$ cat src/rtl/hps_pkg.sv
package hps_pkg;

  typedef enum logic [1:0] {
    S_IDLE = 2'd0,
    S_SCAN = 2'd1,
    S_FIN  = 2'd2
  } hps_state_t;

  // Ordering: smaller priority, then NMI set, then smaller or equal ID.
  function automatic logic outranks(
    input int unsigned cp, input logic cn, input int unsigned cid,
    input int unsigned bp, input logic bn, input int unsigned bid);
    if (cp != bp) return cp < bp;
    if (cn != bn) return cn;
    return cid <= bid;
  endfunction

endpackage

$ cat src/rtl/hps_src_pick.sv
module hps_src_pick #(
  parameter int NSRC = 8,
  parameter int IDW  = 4,
  parameter int PW   = 8
) (
  input  logic [IDW-1:0]     idx,
  input  logic [NSRC-1:0]    src_pend,
  input  logic [NSRC-1:0]    src_route,
  input  logic [NSRC-1:0]    src_nmi,
  input  logic [NSRC-1:0]    src_nsgrp,
  input  logic [NSRC*PW-1:0] src_prio,
  input  logic               sec_on,
  output logic               c_ok,
  output logic               c_nmi,
  output logic [PW-1:0]      c_prio
);
  localparam logic [PW-1:0] HALF = {1'b1, {(PW-1){1'b0}}};

  function automatic logic [PW-1:0] eff_prio(
    input logic nmi, input logic sec, input logic ns, input logic [PW-1:0] raw);
    if (!nmi) return raw;
    return (sec && ns) ? HALF : '0;
  endfunction

  logic [PW-1:0]   eff [NSRC];
  logic [NSRC-1:0] ok;

  for (genvar g = 0; g < NSRC; g++) begin : g_src
    assign eff[g] = eff_prio(src_nmi[g], sec_on, src_nsgrp[g], src_prio[g*PW +: PW]);
    assign ok[g]  = src_pend[g] & src_route[g];
  end

  always_comb begin
    c_ok   = 1'b0;
    c_nmi  = 1'b0;
    c_prio = '1;
    for (int i = 0; i < NSRC; i++) begin
      if (idx == IDW'(i)) begin
        c_ok   = ok[i];
        c_nmi  = src_nmi[i];
        c_prio = eff[i];
      end
    end
  end

endmodule

$ cat src/rtl/hps_rank.sv
module hps_rank #(
  parameter int IDW = 4,
  parameter int PW  = 8
) (
  input  logic [PW-1:0]  a_prio,
  input  logic           a_nmi,
  input  logic [IDW-1:0] a_id,
  input  logic [PW-1:0]  b_prio,
  input  logic           b_nmi,
  input  logic [IDW-1:0] b_id,
  output logic           a_wins
);
  assign a_wins = hps_pkg::outranks(32'(a_prio), a_nmi, 32'(a_id),
                                    32'(b_prio), b_nmi, 32'(b_id));
endmodule

$ cat src/rtl/hps_sel.sv
module hps_sel #(
  parameter int NSRC = 8,
  parameter int IDW  = 4,
  parameter int PW   = 8
) (
  input  logic               clk,
  input  logic               rst,
  input  logic               go,
  input  logic               part_mode,
  input  logic [IDW-1:0]     rng_lo,
  input  logic [IDW-1:0]     rng_hi,
  input  logic [NSRC-1:0]    src_pend,
  input  logic [NSRC-1:0]    src_route,
  input  logic [NSRC-1:0]    src_nmi,
  input  logic [NSRC-1:0]    src_nsgrp,
  input  logic [NSRC*PW-1:0] src_prio,
  input  logic               sec_on,
  input  logic               lpi_on,
  input  logic               lpi_glob_on,
  input  logic               g1ns_on,
  input  logic [IDW-1:0]     ext_id,
  input  logic [PW-1:0]      ext_prio,
  input  logic               ext_nmi,
  output logic               done,
  output logic               hp_valid,
  output logic [IDW-1:0]     hp_id,
  output logic [PW-1:0]      hp_prio,
  output logic               hp_nmi
);
  import hps_pkg::*;

  localparam logic [PW-1:0]  NONE    = '1;
  localparam logic [IDW-1:0] LAST_ID = IDW'(NSRC - 1);

  hps_state_t     st;
  logic [IDW-1:0] idx, lo_r, hi_r;
  logic           part_r, seen_r;
  logic [PW-1:0]  wk_prio;
  logic           wk_nmi;
  logic [IDW-1:0] wk_id;
  logic [PW-1:0]  res_prio;
  logic           res_nmi;
  logic [IDW-1:0] res_id;

  // Named events, also observed by the checker.
  logic busy, fin, load_best, last, take, restart, ext_ok, ext_take;
  logic c_ok, c_nmi, scan_win, ext_win;
  logic [PW-1:0] c_prio;

  hps_src_pick #(.NSRC(NSRC), .IDW(IDW), .PW(PW)) u_pick (
    .idx(idx), .src_pend(src_pend), .src_route(src_route), .src_nmi(src_nmi),
    .src_nsgrp(src_nsgrp), .src_prio(src_prio), .sec_on(sec_on),
    .c_ok(c_ok), .c_nmi(c_nmi), .c_prio(c_prio)
  );

  hps_rank #(.IDW(IDW), .PW(PW)) u_scan_rank (
    .a_prio(c_prio), .a_nmi(c_nmi), .a_id(idx),
    .b_prio(wk_prio), .b_nmi(wk_nmi), .b_id(wk_id),
    .a_wins(scan_win)
  );

  hps_rank #(.IDW(IDW), .PW(PW)) u_ext_rank (
    .a_prio(ext_prio), .a_nmi(ext_nmi), .a_id(ext_id),
    .b_prio(wk_prio), .b_nmi(wk_nmi), .b_id(wk_id),
    .a_wins(ext_win)
  );

  assign busy      = (st == S_SCAN);
  assign fin       = (st == S_FIN);
  assign load_best = (st == S_IDLE) && go;
  assign last      = busy && (idx == hi_r);
  assign take      = busy && c_ok && scan_win;
  assign restart   = last && part_r && !(seen_r || take) && (wk_prio != NONE)
                     && (wk_id >= lo_r) && (wk_id <= hi_r);
  assign ext_ok    = lpi_on && lpi_glob_on && g1ns_on && (ext_prio != NONE);
  assign ext_take  = fin && ext_ok && ext_win;

  always_ff @(posedge clk) begin
    if (rst) begin
      st       <= S_IDLE;
      idx      <= '0;
      lo_r     <= '0;
      hi_r     <= LAST_ID;
      part_r   <= 1'b0;
      seen_r   <= 1'b0;
      wk_prio  <= NONE;
      wk_nmi   <= 1'b0;
      wk_id    <= '0;
      res_prio <= NONE;
      res_nmi  <= 1'b0;
      res_id   <= '0;
      done     <= 1'b0;
    end else begin
      done <= 1'b0;
      unique case (st)
        S_IDLE: if (go) begin
          st     <= S_SCAN;
          part_r <= part_mode;
          seen_r <= 1'b0;
          if (part_mode) begin
            idx     <= rng_lo;
            lo_r    <= rng_lo;
            hi_r    <= rng_hi;
            wk_prio <= res_prio;
            wk_nmi  <= res_nmi;
            wk_id   <= res_id;
          end else begin
            idx     <= '0;
            lo_r    <= '0;
            hi_r    <= LAST_ID;
            wk_prio <= NONE;
            wk_nmi  <= 1'b0;
            wk_id   <= '0;
          end
        end
        S_SCAN: begin
          if (take) begin
            wk_prio <= c_prio;
            wk_nmi  <= c_nmi;
            wk_id   <= idx;
          end
          seen_r <= seen_r | take;
          if (restart) begin
            idx     <= '0;
            lo_r    <= '0;
            hi_r    <= LAST_ID;
            part_r  <= 1'b0;
            seen_r  <= 1'b0;
            wk_prio <= NONE;
            wk_nmi  <= 1'b0;
            wk_id   <= '0;
          end else if (last) begin
            st <= S_FIN;
          end else begin
            idx <= idx + IDW'(1);
          end
        end
        S_FIN: begin
          st   <= S_IDLE;
          done <= 1'b1;
          if (ext_take) begin
            res_prio <= ext_prio;
            res_nmi  <= ext_nmi;
            res_id   <= ext_id;
          end else begin
            res_prio <= wk_prio;
            res_nmi  <= wk_nmi;
            res_id   <= wk_id;
          end
        end
        default: st <= S_IDLE;
      endcase
    end
  end

  assign hp_prio  = res_prio;
  assign hp_nmi   = res_nmi;
  assign hp_id    = res_id;
  assign hp_valid = (res_prio != NONE);

endmodule

$ cat config.mk
export PLATFORM = sky130hd
export DESIGN_NAME = hps_sel
export DESIGN_NICKNAME = d
export VERILOG_FILES = /design/src/rtl/hps_pkg.sv /design/src/rtl/hps_src_pick.sv /design/src/rtl/hps_rank.sv /design/src/rtl/hps_sel.sv
export SDC_FILE = /design/constraint.sdc
export NUM_CORES = 1
export LEC_CHECK = 0
export BUFFER_PORTS_ARGS = -buffer_cell sky130_fd_sc_hd__buf_2
export CAP_MARGIN = 20
export CORE_MARGIN = 5
export CORE_UTILIZATION = 45
export CTS_CLUSTER_DIAMETER = 30
export DETAILED_ROUTE_END_ITERATION = 12
export PLACE_DENSITY = 0.73
export SETUP_SLACK_MARGIN = 0.15
export SLEW_MARGIN = 20
export SYNTH_ARGS = -nofsm -noshare
export SYNTH_HDL_FRONTEND = slang
export SYNTH_SLANG_ARGS = --single-unit
$ cat constraint.sdc
create_clock -name clk -period 5.6 [get_ports clk]
set_input_delay 0.56 -clock clk [delete_from_list [all_inputs] [get_ports clk]]
set_output_delay 0.56 -clock clk [all_outputs]
set_load 0.01 [all_outputs]
==> summary.txt <==
Outcome
  – Status: complete, no violations

Yosys
  – Cells after Synth: 519
  – Commonest cells in the netlist: 43 x dfxtp_1, 42 x a21oi_1, 38 x inv_1, 36 x ha_1, 30 x o21ai_0
  – Async S/R FF share, synth: 0%
  – Netlist cell types: 69
  – Post-synthesis compound-gate area fraction: 31.3%
  – Xor/xnor share of the synthesized area: 0.884%
  – Ys flop type: dfxtp_1
  – Count leader, synth: dfxtp_1
  – Synth area leaders: dfxtp_1 22%, ha_1 11%, a21oi_1 5.3%
  – Post-synthesis sequential area ratio: 21.7%
  – Avg Inst Size Synth: 7.64 um2
  – Largest family of logic cells by synthesized area: compound AO/OA/AOI/OAI gates
  – Number of flops mapped to enable cells by yosys: 0
  – Syn_nets: 680
  – Adder-Cell Fraction of Synth Area: 11.4%
  – Cell taking the most area after synthesis: dfxtp_1
  – Yosys Warn Count: 0
  – Cell Area, Synth: 0.00396 mm2
  – Synth Area in Simple Gates: 26.6%
  – Yosys reg bits: 43
  – Proportion of synthesized area in mux cells: 0.758%
  – Synth top area share: 21.7%

Drt
  – Vias: 4553
  – Final ANT Viol Nets: 0
  – DRC viols: 0
  – DRT iter0 DRCs: 367
  – DR vias/cell: 6.06
  – DRT Pass-1 Iters: 5
  – Routed wire length per instance: 18.4 um
  – Final wirelength: 13.8 mm

Worst setup path
  – Peak fanout along the critical path: 14
  – Crit path depth: 18
  – CP Launch Type: flop
  – Cell family with most CP delay: compound AO/OA/AOI/OAI gates
  – Reg2reg end: wk_prio[6]
  – Crit path cell chain: inv_1 > ha_1 > or3b_2 > a21oi_1 > o21ai_0 > a21oi_1 > o21ai_0 > a221oi_1 > inv_1 > ha_1 > nor2b_1 > o211ai_1 > a21oi_1 > o31a_1 > o21ba_1 > a211oi_4 > o211ai_1 > a221o_1
  – Flop-to-flop setup slack: 0.66 ns
  – Crit-path max cell delay: 0.57 ns
  – Worst r2r src: idx[0]
  – Buf/Inv on CP: 2
  – WP data required: 5.79 ns
  – Crit-path most repeated cell: a21oi_1
  – Worst r2r path cells: 18
  – CP Capture Type: flop
  – CP max-delay cell: a211oi_4
  – CP endpoint: wk_prio[6]
  – Crit. Startpoint: idx[0]
  – Critical path type: flop to flop
  – WP data arrival: 5.13 ns

Clocking
  – Bufs on Longest Clock Path: 2
  – Worst skew pair latency: 0.29 ns
  – Clock transition at path regs: 0.08 ns
  – Clk root buf: clkbuf_8
  – Cts bufs inserted: 5
  – H-Tree Depth: 2
  – CTS tree: done
  – Post-CTS Setup Bufs: 0
  – Clock sink count: 43

Finish
  – Final instance area: 0.00482 mm2
  – Fill cell count: 841
  – Share of layout cells above drive strength 1: 25.7%
  – N_diodes: 0
  – Nets: 803
  – Util after Layout: 55.8%
  – Syn-to-layout area delta: 21.5%

Place
  – GPL Wtd Cong: 0.965
  – Placed cell area: 0.00471 mm2
  – Pre-CTS setup slack: 0.545 ns
  – HPWL Detailed: 11.4 mm
  – Port buffer count: 139

Global route
  – Antenna violations before repair: 0
  – First-pass GRT wire length: 22.4 mm
  – Largest net degree at the start of global routing: 47
  – Overflow left after global routing: 0
  – Overall Global Routing Usage: 24.5%
  – Number of global-route vias before repair: 4457

Min path
  – Hold Path Stages: 1
  – Min-delay src: part_r
  – HP Class: flop to flop

Floorplanning
  – Row cnt: 34
  – DIE AREA: 0.0108 mm2
  – Starting Density: 45.9%
  – Die width: 104 um
  – Core ar.: 0.00864 mm2
  – Die Y: 104 um
  – # IOs: 140

Timing
  – Actual slew at the worst max-slew pin: 0.822 ns
  – Slew margin rel.: 45.2%
  – Fin worst setup slack: 0.662 ns
  – Final Critical Period: 4.94 ns
  – Achievable frequency: 0.202 GHz
  – Final hold viol count: 0
  – Worst Skew: 0.00578 ns
  – Fin Setup TNS: 0 ns
  – Pins Over Slew Limit: 0
  – RSZ-0062 raised after global routing: no
  – Final setup viols: 0
  – Final Cycle Share: 88.2%

Pwr
  – Static leakage: 2.11 nW
  – Worst IR Drop VDD: 0.000147 V
  – Total power: 0.000915 W
  – PwrDens: 190 mW/mm2

Job
  – Max-cap violations: 0
## cell type report
cell class                      count  area [um2]  area share, %
Sequential cell                    43         861           17.9
Tap cell                          108         135           2.81
Timing Repair Buffer              145         744           15.5
Clock buffer                        8         100           2.08
Inverter                           39         146           3.04
Multi-Input combinational cell    408        2830           58.7
## power by group
| group | switching (W) | internal, W |
|---|---|---|
| Clock | 0.000105 | 0.000113 |
| Combinational | 0.000196 | 0.000156 |
| Sequential | 0.0000231 | 0.000321 |
| Total | 0.000325 | 0.000590 |
## metrics by stage
step	instances	hold WS, ns
2_1_floorplan	519	0.427
3_3_place_gp	742	0.452
3_5_place_dp	743	0.460
4_1_cts	751	0.476
5_1_grt	751	0.481
6_report	751	0.476
## sequential cells by signal, summed over array words and instances (netlist names)
register  count
idx           4
hi_r          4
seen_r        1
hp_nmi        1
hp_id         4
st            2
wk_nmi        1
wk_id         4
done          1
hp_prio       8
wk_prio       8
lo_r          4
part_r        1
## metal layers
metal  routed length (um)  GRT usage, %  vias to the layer above  part of all wire [%]
met5                    0             0                        -                     0
met4                  346          7.96                        0                   2.5
met3                 1150          6.27                       31                   8.4
met2                 6240          39.9                      222                    45
met1                 6060          31.5                     2086                    44
li1                     -             -                     2214                     -
## cells in the final DEF, fill, tap and decap left out, types with 5 or more instances in the layout
cell type | Yosys | routed
inv_1 | 38 | 38
a22o_1 | 6 | 6
nor3b_1 | 8 | 8
o21ai_1 | 7 | 7
clkbuf_8 | 0 | 7
o2bb2ai_1 | 7 | 7
nand3_1 | 20 | 20
ha_1 | 36 | 36
a32oi_1 | 5 | 5
a22oi_1 | 6 | 6
o21ai_0 | 30 | 30
nor4_1 | 8 | 8
and3_1 | 5 | 5
nor3_1 | 24 | 24
nor2b_1 | 14 | 13
buf_4 | 2 | 5
a21oi_1 | 42 | 42
a211oi_1 | 19 | 19
a221oi_1 | 9 | 9
dfxtp_1 | 43 | 43
nand3b_1 | 11 | 11
nand4_1 | 13 | 13
buf_2 | 7 | 139
nand2_1 | 24 | 24
nor2_1 | 26 | 26
nand2b_1 | 12 | 12
o21a_1 | 5 | 5
## logic make-up after synthesis
family / Yosys count
simple gates: 185
compound gates: 180
buf+inv: 68
flops: 43
fa+ha+maj: 36
xor+xnor: 4
mux: 3
## worst min-delay path by stage
stage                         end  slack (ns)
after floorplan            part_r        0.43
after global placement     part_r        0.45
after detailed placement  lo_r[2]        0.46
after CTS                 hi_r[3]        0.48
after global routing      hi_r[3]        0.48
final                      part_r        0.48
## timing repair
item / in CTS / in global routing
hold endpoints to repair: 0 / 0
resized for setup: 0 / 2
endpoints found under the setup margin: 0 / 2
hold buffers: 0 / 0
(Power assumes the default switching activity.)
